### src/rtl/gate_fetch_pkg.sv
package gate_fetch_pkg;

   typedef enum logic [1:0] {
      SRC_HW  = 2'd0,
      SRC_EXC = 2'd1,
      SRC_SW  = 2'd2,
      SRC_RSV = 2'd3
   } src_e;

   typedef enum logic [1:0] {
      FLT_NONE = 2'd0,
      FLT_GP   = 2'd1,
      FLT_NP   = 2'd2
   } flt_e;

   typedef enum logic [1:0] {
      ST_IDLE = 2'd0,
      ST_LO   = 2'd1,
      ST_HI   = 2'd2
   } st_e;

   localparam logic [3:0] GT_TASK = 4'd5;
   localparam logic [3:0] GT_INTR = 4'd14;
   localparam logic [3:0] GT_TRAP = 4'd15;

   typedef struct packed {
      logic [15:0] sel;
      logic [31:0] off;
      logic        clr_if;
      logic        task_sw;
      flt_e        flt;
   } gate_res_t;

endpackage

### src/rtl/gate_table_reg.sv
module gate_table_reg #(
   parameter int ADDR_W  = 32,
   parameter int LIMIT_W = 16
) (
   input  logic               clk,
   input  logic               rst_n,
   input  logic               hold,
   input  logic               load,
   input  logic [ADDR_W-1:0]  base_in,
   input  logic [LIMIT_W-1:0] limit_in,
   output logic [ADDR_W-1:0]  base_q,
   output logic [LIMIT_W-1:0] limit_q
);

   always_ff @(posedge clk or negedge rst_n) begin
      if (!rst_n) begin
         base_q  <= '0;
         limit_q <= '0;
      end else if (load && !hold) begin
         base_q  <= base_in;
         limit_q <= limit_in;
      end
   end

endmodule

### src/rtl/gate_bound_check.sv
module gate_bound_check #(
   parameter int ADDR_W  = 32,
   parameter int LIMIT_W = 16,
   parameter int VEC_W   = 8
) (
   input  logic [VEC_W-1:0]   vec,
   input  logic [ADDR_W-1:0]  base,
   input  logic [LIMIT_W-1:0] limit,
   output logic [ADDR_W-1:0]  entry_addr,
   output logic               over
);

   localparam int SPAN_W = VEC_W + 3;
   localparam int CMP_W  = (SPAN_W > LIMIT_W) ? SPAN_W : LIMIT_W;

   logic [CMP_W-1:0] last_byte;
   logic [CMP_W-1:0] limit_x;

   assign last_byte  = CMP_W'({vec, 3'b111});
   assign limit_x    = CMP_W'(limit);
   assign over       = last_byte > limit_x;
   assign entry_addr = base + ADDR_W'({vec, 3'b000});

endmodule

### src/rtl/gate_decode.sv
module gate_decode
   import gate_fetch_pkg::*;
(
   input  logic [31:0] lo_word,
   input  logic [31:0] hi_word,
   input  logic [1:0]  src,
   input  logic [1:0]  cpl,
   output gate_res_t   res
);

   logic [3:0] gtype;
   logic [1:0] dpl;
   logic       present;
   logic       rsv_bad;
   logic       is_intr, is_trap, is_task;

   assign gtype   = hi_word[11:8];
   assign dpl     = hi_word[14:13];
   assign present = hi_word[15];
   assign rsv_bad = (hi_word[7:0] != 8'd0) || hi_word[12];
   assign is_intr = gtype == GT_INTR;
   assign is_trap = gtype == GT_TRAP;
   assign is_task = gtype == GT_TASK;

   always_comb begin
      res = '0;
      res.flt = FLT_NONE;
      if (!(is_intr || is_trap || is_task) || ((is_intr || is_trap) && rsv_bad)) begin
         res.flt = FLT_GP;
      end else if ((src == SRC_SW) && (cpl > dpl)) begin
         res.flt = FLT_GP;
      end else if (!present) begin
         res.flt = FLT_NP;
      end else begin
         res.sel     = lo_word[31:16];
         res.off     = is_task ? 32'd0 : {hi_word[31:16], lo_word[15:0]};
         res.clr_if  = is_intr;
         res.task_sw = is_task;
      end
   end

endmodule

### src/rtl/gate_fetch_unit.sv
module gate_fetch_unit
   import gate_fetch_pkg::*;
#(
   parameter int ADDR_W  = 32,
   parameter int LIMIT_W = 16,
   parameter int VEC_W   = 8
) (
   input  logic               clk,
   input  logic               rst_n,
   input  logic               tbl_load,
   input  logic [ADDR_W-1:0]  tbl_base,
   input  logic [LIMIT_W-1:0] tbl_limit,
   input  logic               start,
   input  logic [VEC_W-1:0]   vector,
   input  logic [1:0]         src,
   input  logic [1:0]         cpl,
   output logic               busy,
   output logic               mem_req,
   output logic [ADDR_W-1:0]  mem_addr,
   input  logic               mem_ack,
   input  logic [31:0]        mem_rdata,
   output logic               done,
   output logic               fault,
   output logic [1:0]         fault_code,
   output logic [15:0]        handler_sel,
   output logic [31:0]        handler_off,
   output logic               clear_if,
   output logic               task_switch
);

   if (VEC_W < 1 || VEC_W > 8) begin : g_bad_vec_w
      $error("VEC_W must be 1..8");
   end
   if (ADDR_W < VEC_W + 3) begin : g_bad_addr_w
      $error("ADDR_W too narrow for the table span");
   end
   if (LIMIT_W < 3) begin : g_bad_limit_w
      $error("LIMIT_W must be at least 3");
   end

   localparam logic [ADDR_W-1:0] HI_STEP = ADDR_W'(4);

   st_e                st_q;
   logic [ADDR_W-1:0]  tbl_base_q;
   logic [LIMIT_W-1:0] tbl_limit_q;
   logic [ADDR_W-1:0]  entry_addr, addr_q;
   logic               over;
   logic [31:0]        lo_q;
   logic [1:0]         src_q, cpl_q;
   gate_res_t          res;
   logic               accept;

   gate_table_reg #(.ADDR_W(ADDR_W), .LIMIT_W(LIMIT_W)) u_tbl (
      .clk(clk), .rst_n(rst_n), .hold(busy), .load(tbl_load),
      .base_in(tbl_base), .limit_in(tbl_limit),
      .base_q(tbl_base_q), .limit_q(tbl_limit_q)
   );

   gate_bound_check #(.ADDR_W(ADDR_W), .LIMIT_W(LIMIT_W), .VEC_W(VEC_W)) u_bound (
      .vec(vector), .base(tbl_base_q), .limit(tbl_limit_q),
      .entry_addr(entry_addr), .over(over)
   );

   gate_decode u_dec (
      .lo_word(lo_q), .hi_word(mem_rdata), .src(src_q), .cpl(cpl_q), .res(res)
   );

   assign busy     = st_q != ST_IDLE;
   assign mem_req  = busy;
   assign mem_addr = (st_q == ST_HI) ? addr_q + HI_STEP : addr_q;
   assign accept   = (st_q == ST_IDLE) && start;

   always_ff @(posedge clk or negedge rst_n) begin
      if (!rst_n) begin
         st_q        <= ST_IDLE;
         addr_q      <= '0;
         lo_q        <= '0;
         src_q       <= '0;
         cpl_q       <= '0;
         done        <= 1'b0;
         fault       <= 1'b0;
         fault_code  <= '0;
         handler_sel <= '0;
         handler_off <= '0;
         clear_if    <= 1'b0;
         task_switch <= 1'b0;
      end else begin
         done  <= 1'b0;
         fault <= 1'b0;
         unique case (st_q)
            ST_IDLE: begin
               if (accept) begin
                  src_q  <= src;
                  cpl_q  <= cpl;
                  addr_q <= entry_addr;
                  if (over) begin
                     fault       <= 1'b1;
                     fault_code  <= FLT_GP;
                     handler_sel <= '0;
                     handler_off <= '0;
                     clear_if    <= 1'b0;
                     task_switch <= 1'b0;
                  end else begin
                     st_q <= ST_LO;
                  end
               end
            end
            ST_LO: begin
               if (mem_ack) begin
                  lo_q <= mem_rdata;
                  st_q <= ST_HI;
               end
            end
            ST_HI: begin
               if (mem_ack) begin
                  st_q        <= ST_IDLE;
                  done        <= res.flt == FLT_NONE;
                  fault       <= res.flt != FLT_NONE;
                  fault_code  <= res.flt;
                  handler_sel <= res.sel;
                  handler_off <= res.off;
                  clear_if    <= res.clr_if;
                  task_switch <= res.task_sw;
               end
            end
            default: st_q <= ST_IDLE;
         endcase
      end
   end


   one_outcome_chk: assert property (@(posedge clk) disable iff (!rst_n)
      !(done && fault));


   done_after_ack_chk: assert property (@(posedge clk) disable iff (!rst_n)
      done |-> $past(mem_ack && mem_req));


   limit_no_read_chk: assert property (@(posedge clk) disable iff (!rst_n)
      (accept && over) |=> (!mem_req && fault && fault_code == FLT_GP));


   gate_kind_chk: assert property (@(posedge clk) disable iff (!rst_n)
      done |-> !(clear_if && task_switch));


   busy_from_start_chk: assert property (@(posedge clk) disable iff (!rst_n)
      $rose(busy) |-> $past(start));


   tbl_frozen_chk: assert property (@(posedge clk) disable iff (!rst_n)
      busy |=> ($stable(tbl_limit_q) && $stable(tbl_base_q)));

endmodule

### config.mk
export PLATFORM = sky130hd
export DESIGN_NAME = gate_fetch_unit
export DESIGN_NICKNAME = d
export VERILOG_FILES = /design/src/rtl/gate_fetch_pkg.sv /design/src/rtl/gate_table_reg.sv /design/src/rtl/gate_bound_check.sv /design/src/rtl/gate_decode.sv /design/src/rtl/gate_fetch_unit.sv
export SDC_FILE = /design/constraint.sdc
export NUM_CORES = 1
export LEC_CHECK = 0
export BUFFER_PORTS_ARGS = -buffer_cell sky130_fd_sc_hd__buf_4
export CAP_MARGIN = 0
export CORE_MARGIN = 2
export CORE_UTILIZATION = 50
export CTS_BUF_LIST = sky130_fd_sc_hd__clkbuf_8
export CTS_CLUSTER_SIZE = 16
export DETAILED_ROUTE_END_ITERATION = 12
export GPL_ROUTABILITY_DRIVEN = 1
export HOLD_SLACK_MARGIN = 0.05
export PLACE_DENSITY_LB_ADDON = 0.1
export SYNTH_ARGS = -nofsm -noshare
export SYNTH_HDL_FRONTEND = slang
export SYNTH_SLANG_ARGS = --single-unit
### constraint.sdc
create_clock -name clk -period 3.1 [get_ports clk]
set_input_delay 0.155 -clock clk [delete_from_list [all_inputs] [get_ports clk]]
set_output_delay 0.155 -clock clk [all_outputs]
set_load 0.02 [all_outputs]
======== After elaboration in Yosys (flattened, before gate mapping) ========
Index checks and enable logic that the tools add are counted.
Widths: inputs -> output; s select.
storage, ports and cells
  bits in registers ....................... 172
  input port bits ......................... 97
  output and inout port bits .............. 88
operators by class
  add/sub/neg operators ................... 2
  magnitude comparators ................... 2
  equality and inequality tests ........... 11
  multiplexer cells ....................... 37
  reduce and logical (&&, ||, !) cells .... 20
operator list
  operator               count
  $mux 32                5
  $mux 50                3
  $pmux 32 s2            1
  $mux 16                3
  $add 32x11->32         1
  $add 32x3->32 const B  1
  $pmux 16 s2            1
  $mux 2                 10
  $gt 11x16->1           1
  $ne 2x2->1 const B     5
  $mux 1                 9
  $eq 4x4->1 const B     2
  $reduce_and 4->1       2
  $reduce_bool 8->1      1
  $pmux 1 s2             3
  $pmux 2 s3             1
  $reduce_bool 2->1      3
  $eq 2x2->1 const B     2
  $eq 4x3->1 const B     1
  $logic_and 1x1->1      4
  $logic_not 2->1        2
  $logic_or 1x1->1       4
  $pmux 2 s2             1
  $reduce_and 2->1       2
  other kinds (3)        4

======== Longest topological paths before layout ========
  depth in word-level cells ............... 9
  gate-level depth with buffers ........... 9
  depth with buffers taken out ............ 8

======== Modules after synthesis ========
From an unflattened synthesis, not the netlist that was laid out.
second synthesis, totals
  cell total of the unflattened synthesis .. 860
  area, all modules ....................... 9276.4 µm²
by module, submodules not included
  module            instances  cells each  area each (µm²)  seq. area each (µm²)
  gate_fetch_unit   1          481         5439.0           3103.0
  gate_table_reg    1          102         1896.8           1201.2
  gate_bound_check  1          139         1053.5           0.0
  gate_decode       1          138         887.1            0.0

======== Least setup slack after synthesis ========
No wires, ideal clock.
  path type ............................... flip-flop to flip-flop
  start ................................... register u_tbl.base_q[3]
  end ..................................... register addr_q[29]
  library setup time ...................... 0.132 ns
  data arrival time ....................... 2.001 ns
  required time ........................... 2.968 ns
  setup slack ............................. 0.967 ns
  stages on the path, launching flop included .. 9
  clock period less this slack ............ 2.133 ns
  path through ............................ dfrtp_1 > ha_1 > fa_1 > a21o_1 > a31oi_1 > nand3b_2 > and4bb_1 > xnor2_1 > o21ai_1
between the ends
  word-level cells in the longest chain between the ends .. 1
ends and longest elaborated chain
  what                      RTL line                source
  start: declaration        gate_table_reg.sv:11    output logic [ADDR_W-1:0] base_q,
  start signal: assignment  gate_table_reg.sv:20    base_q <= base_in;
  $add 32x11->32            gate_bound_check.sv:22  assign entry_addr = base + ADDR_W'({vec, 3'b000});
  end signal: assignment    gate_fetch_unit.sv:95   addr_q <= entry_addr;
  end: declaration          gate_fetch_unit.sv:46   logic [ADDR_W-1:0] entry_addr, addr_q;
Every way passes these cells.
A chain may end at the register's enable or synchronous reset.

======== Final worst setup path ========
  start ................................... register addr_q[2]
  end ..................................... output mem_addr[18]
between the ends
  word-level cells in the longest chain between the ends .. 2
ends and longest elaborated chain
  what              RTL line               source
  $add 32x3->32     gate_fetch_unit.sv:70  assign mem_addr = (st_q == ST_HI) ? addr_q + HI_STEP : addr_q;
  $mux 32           gate_fetch_unit.sv:70
  end: declaration  gate_fetch_unit.sv:19  output logic [ADDR_W-1:0] mem_addr,
Every way passes these cells.

==> results.py <==
metrics = {
    "synth": {
        "synth_top_area_share_pct": 54.28,
        "synth.avg_cell_area_um2": 11.71,
        "syn_nets": 794,
        "ys_top_cells_by_area": "dfrtp_1 (54%), mux2_2 (9.8%), a22o_1 (5.3%)",
        "synth_edf_count": 0,
        "ys_seq_elements": 172,
        "synth_area_mm2": 0.007930,
        "synth_cells": 677,
        "synthArstFlopShare_pct": 100.0,
        "yosys_most_used_dff": "dfrtp_1",
        "synth_top_area_cell": "dfrtp_1",
        "yosysUniqueCellTypes": 61,
        "ys_seq_area_share_pct": 54.28,
        "yosysWarnings": 0,
    },
    "routing": {
        "ant_nets": 0,
        "drc": 0,
        "dr.pass1.iters": 6,
        "route.final.wire_length_mm": 18.72,
        "drt-initial-drc-count": 342,
        "vias": 6108,
        "via_per_inst": 5.221,
        "wl_per_cell_um": 16.00,
    },
    "sta": {
        "finalSetupTns_ps": 0,
        "final_hold_viol_count": 0,
        "min_period_over_period_pct": 89.80,
        "skew_ps": 16.95,
        "setup_violations": 0,
        "whs_ps": 108.6,
        "rsz0062_at_grt": "false",
        "relSlewSlack_pct": 35.68,
        "worstMarginPinSlew_ps": 961.5,
        "min_period_ps": 2784,
        "slew_viol_final": 0,
        "timing.fmax_ghz": 0.3592,
    },
    "placement": {
        "post-dp-hpwl_mm": 13.03,
        "numPortBuffers": 184,
        "gp_congestion": 0.7996,
        "placed_cells": 1051,
    },
    "run_status": {
        "status": "completed",
    },
    "die": {
        "initial_core_util_pct": 50.47,
        "die_area_mm2": 0.01688,
        "placementRows": 46,
        "io-pin-count": 185,
        "core_area_mm2": 0.01571,
        "die_y_um": 129.9,
        "die_x_um": 129.9,
    },
    "clock_tree": {
        "cts_buffers": 17,
        "cts_buffer_depth": 2,
        "cts-root-buf": "clkbuf_8",
        "clkLatencyLatePin_ps": 470,
        "cts_max_level": 4,
        "clk_pin_slew_worst_paths_ps": 90,
        "cts_num_sinks": 172,
        "cts_tree": "yes",
    },
    "hold_path": {
        "min_to": "addr_q[4]",
        "min_from": "vector[1]",
        "hold_class": "primary input to flip-flop",
        "hold_depth": 4,
    },
    "power_and_ir_drop": {
        "total_power_mw": 8.892,
        "p_per_area_mw_per_mm2": 819.4,
        "vdd.ir_drop.worst_v": 0.0004550,
        "p_leak_nw": 5.078,
    },
    "worst_setup_path": {
        "cp-end-kind": "primary output",
        "startpoint": "addr_q[2]",
        "critPathLaunchType": "flip-flop",
        "cp_max_fo": 8,
        "r2r_cells": 7,
        "path_class": "flip-flop to primary output",
        "cp.arrival_ps": 2630,
        "required_ps": 2940,
        "r2r-start": "u_tbl.base_q[4]",
        "r2r_slack_ps": 690,
        "r2r-end": "addr_q[24]",
    },
    "grt": {
        "antenna_found_initial": 0,
        "grtUsageTotal_pct": 23.03,
        "first_global_vias": 6160,
        "overflow": 0,
        "grt_use_met1_pct": 29.25,
        "top_usage_layer": "met2",
        "grt_max_degree": 106,
        "grt.met2_usage_pct": 39.11,
        "grt_pass1_wl_mm": 30.30,
        "grtUsageMet3_pct": 4.469,
    },
    "final_layout": {
        "syn2layout_area_growth_pct": 36.84,
        "multiInputGateArea_mm2": 0.003401,
        "antenna_cells": 0,
        "final_util_pct": 69.06,
        "nNetsFinal": 1058,
        "finalNonFillerCells": 1170,
        "nFillCells": 1158,
        "final_layout_size_suffix_gt1_share_pct": 32.60,
        "regArea_mm2": 0.004304,
    },
    "job": {
        "cap_violations": 0,
    },
}
[repair_timing]
action / 4_1_cts / 5_1_grt
setup buffers: 0 / 0
hold endpoints to repair: 209 / 0
gates resized for setup: 0 / 0
hold buffers: 87 / 0
[layout by cell type, fill, tap and decap left out, types with 3 or more instances in the layout]
cell type	count
buf_4	186
dfrtp_1	172
dlygate4sd3_1	87
nand2_1	82
mux2_2	69
a22o_1	48
xnor2_1	38
o21ai_0	31
nand3_1	23
inv_1	22
ha_1	19
xor2_1	17
clkbuf_8	17
o21ai_1	15
nor3_1	12
nand4_1	10
nor2_1	8
and3_1	8
a21oi_1	7
and2_1	6
inv_6	6
bufinv_16	4
and4_1	3
nor2b_1	3
a21o_1	3
nand3b_1	3
o2bb2ai_1	3
inv_8	3
buf_12	3
[layout make-up]
type,count,area share [%]
clock buffer,17,2.156
clock inverter,15,2.041
inverter,22,0.7610
multi-input combinational,451,31.34
sequential,172,39.66
tap,216,2.490
timing repair buffer,277,21.55
[stage by stage]
stage	instance area (um^2)	worst slack, ps
6_report	10850	316.1
5_1_grt	10850	49.44
4_1_cts	10850	294.2
3_5_place_dp	9525	716.0
3_3_place_gp	9525	775.4
2_1_floorplan	7930	966.5
[per-layer routing]
layer	part of all wire (%)	wire, um
met3	4.1	768
met4	2.8	520
met5	0	0
met1	43	8137
met2	50	9294
[power breakdown]
part | total, mW | internal, mW | switching [mW]
sequential | 3.65 | 3.03 | 0.625
clock | 1.79 | 0.909 | 0.880
combinational | 3.45 | 1.65 | 1.80
[worst max path at each step]
stage / to / cells after the start
finish: mem_addr[18] / 8
global route: mem_addr[18] / 8
CTS: mem_addr[18] / 8
detailed placement: addr_q[16] / 7
global placement: addr_q[16] / 7
floorplan: addr_q[29] / 8
[registers in the layout, summed over array words and instances, names as in the netlist]
signal         cells
clear_if           1
u_tbl.base_q      32
handler_sel       16
st_q               2
cpl_q              2
lo_q              32
done               1
u_tbl.limit_q     16
handler_off       32
addr_q            32
fault              1
src_q              2
task_switch        1
fault_code         2
[critical path, stage by stage (launching register included)]
cell and delay, ps:
dfrtp_1 410, ha_1 210, inv_1 50, nor3_1 260, nand4_1 250, nor2_2 370, nand3_1 180, xnor2_1 240
buf_4 190
[cell families (layout without fill, tap and decap cells)]
family | count (synthesis) | after routing | share of synthesized area [%]
AO/OA/AOI/OAI | 125 | 125 | 11.47
XOR/XNOR | 55 | 55 | 6.074
adder cells (fa/ha/maj) | 20 | 20 | 3.250
buffers and inverters | 54 | 331 | 3.014
flip-flops | 172 | 172 | 54.28
multiplexers | 69 | 69 | 9.798
AND/OR/NAND/NOR | 182 | 182 | 12.12
[Yosys cell counts (7+ instances only)]
| master | n |
|---|---|
| o21ai_0 | 31 |
| nand4_1 | 10 |
| xor2_1 | 17 |
| xnor2_1 | 38 |
| nor3_1 | 12 |
| clkbuf_1 | 14 |
| nand2_1 | 83 |
| a22o_1 | 48 |
| nand3_1 | 23 |
| ha_1 | 19 |
| nor2_1 | 9 |
| o21ai_1 | 15 |
| a21oi_1 | 7 |
| buf_2 | 14 |
| dfrtp_1 | 172 |
| and3_1 | 8 |
| mux2_2 | 69 |
| and2_1 | 7 |
| inv_1 | 22 |
(Power assumes the default switching activity.)
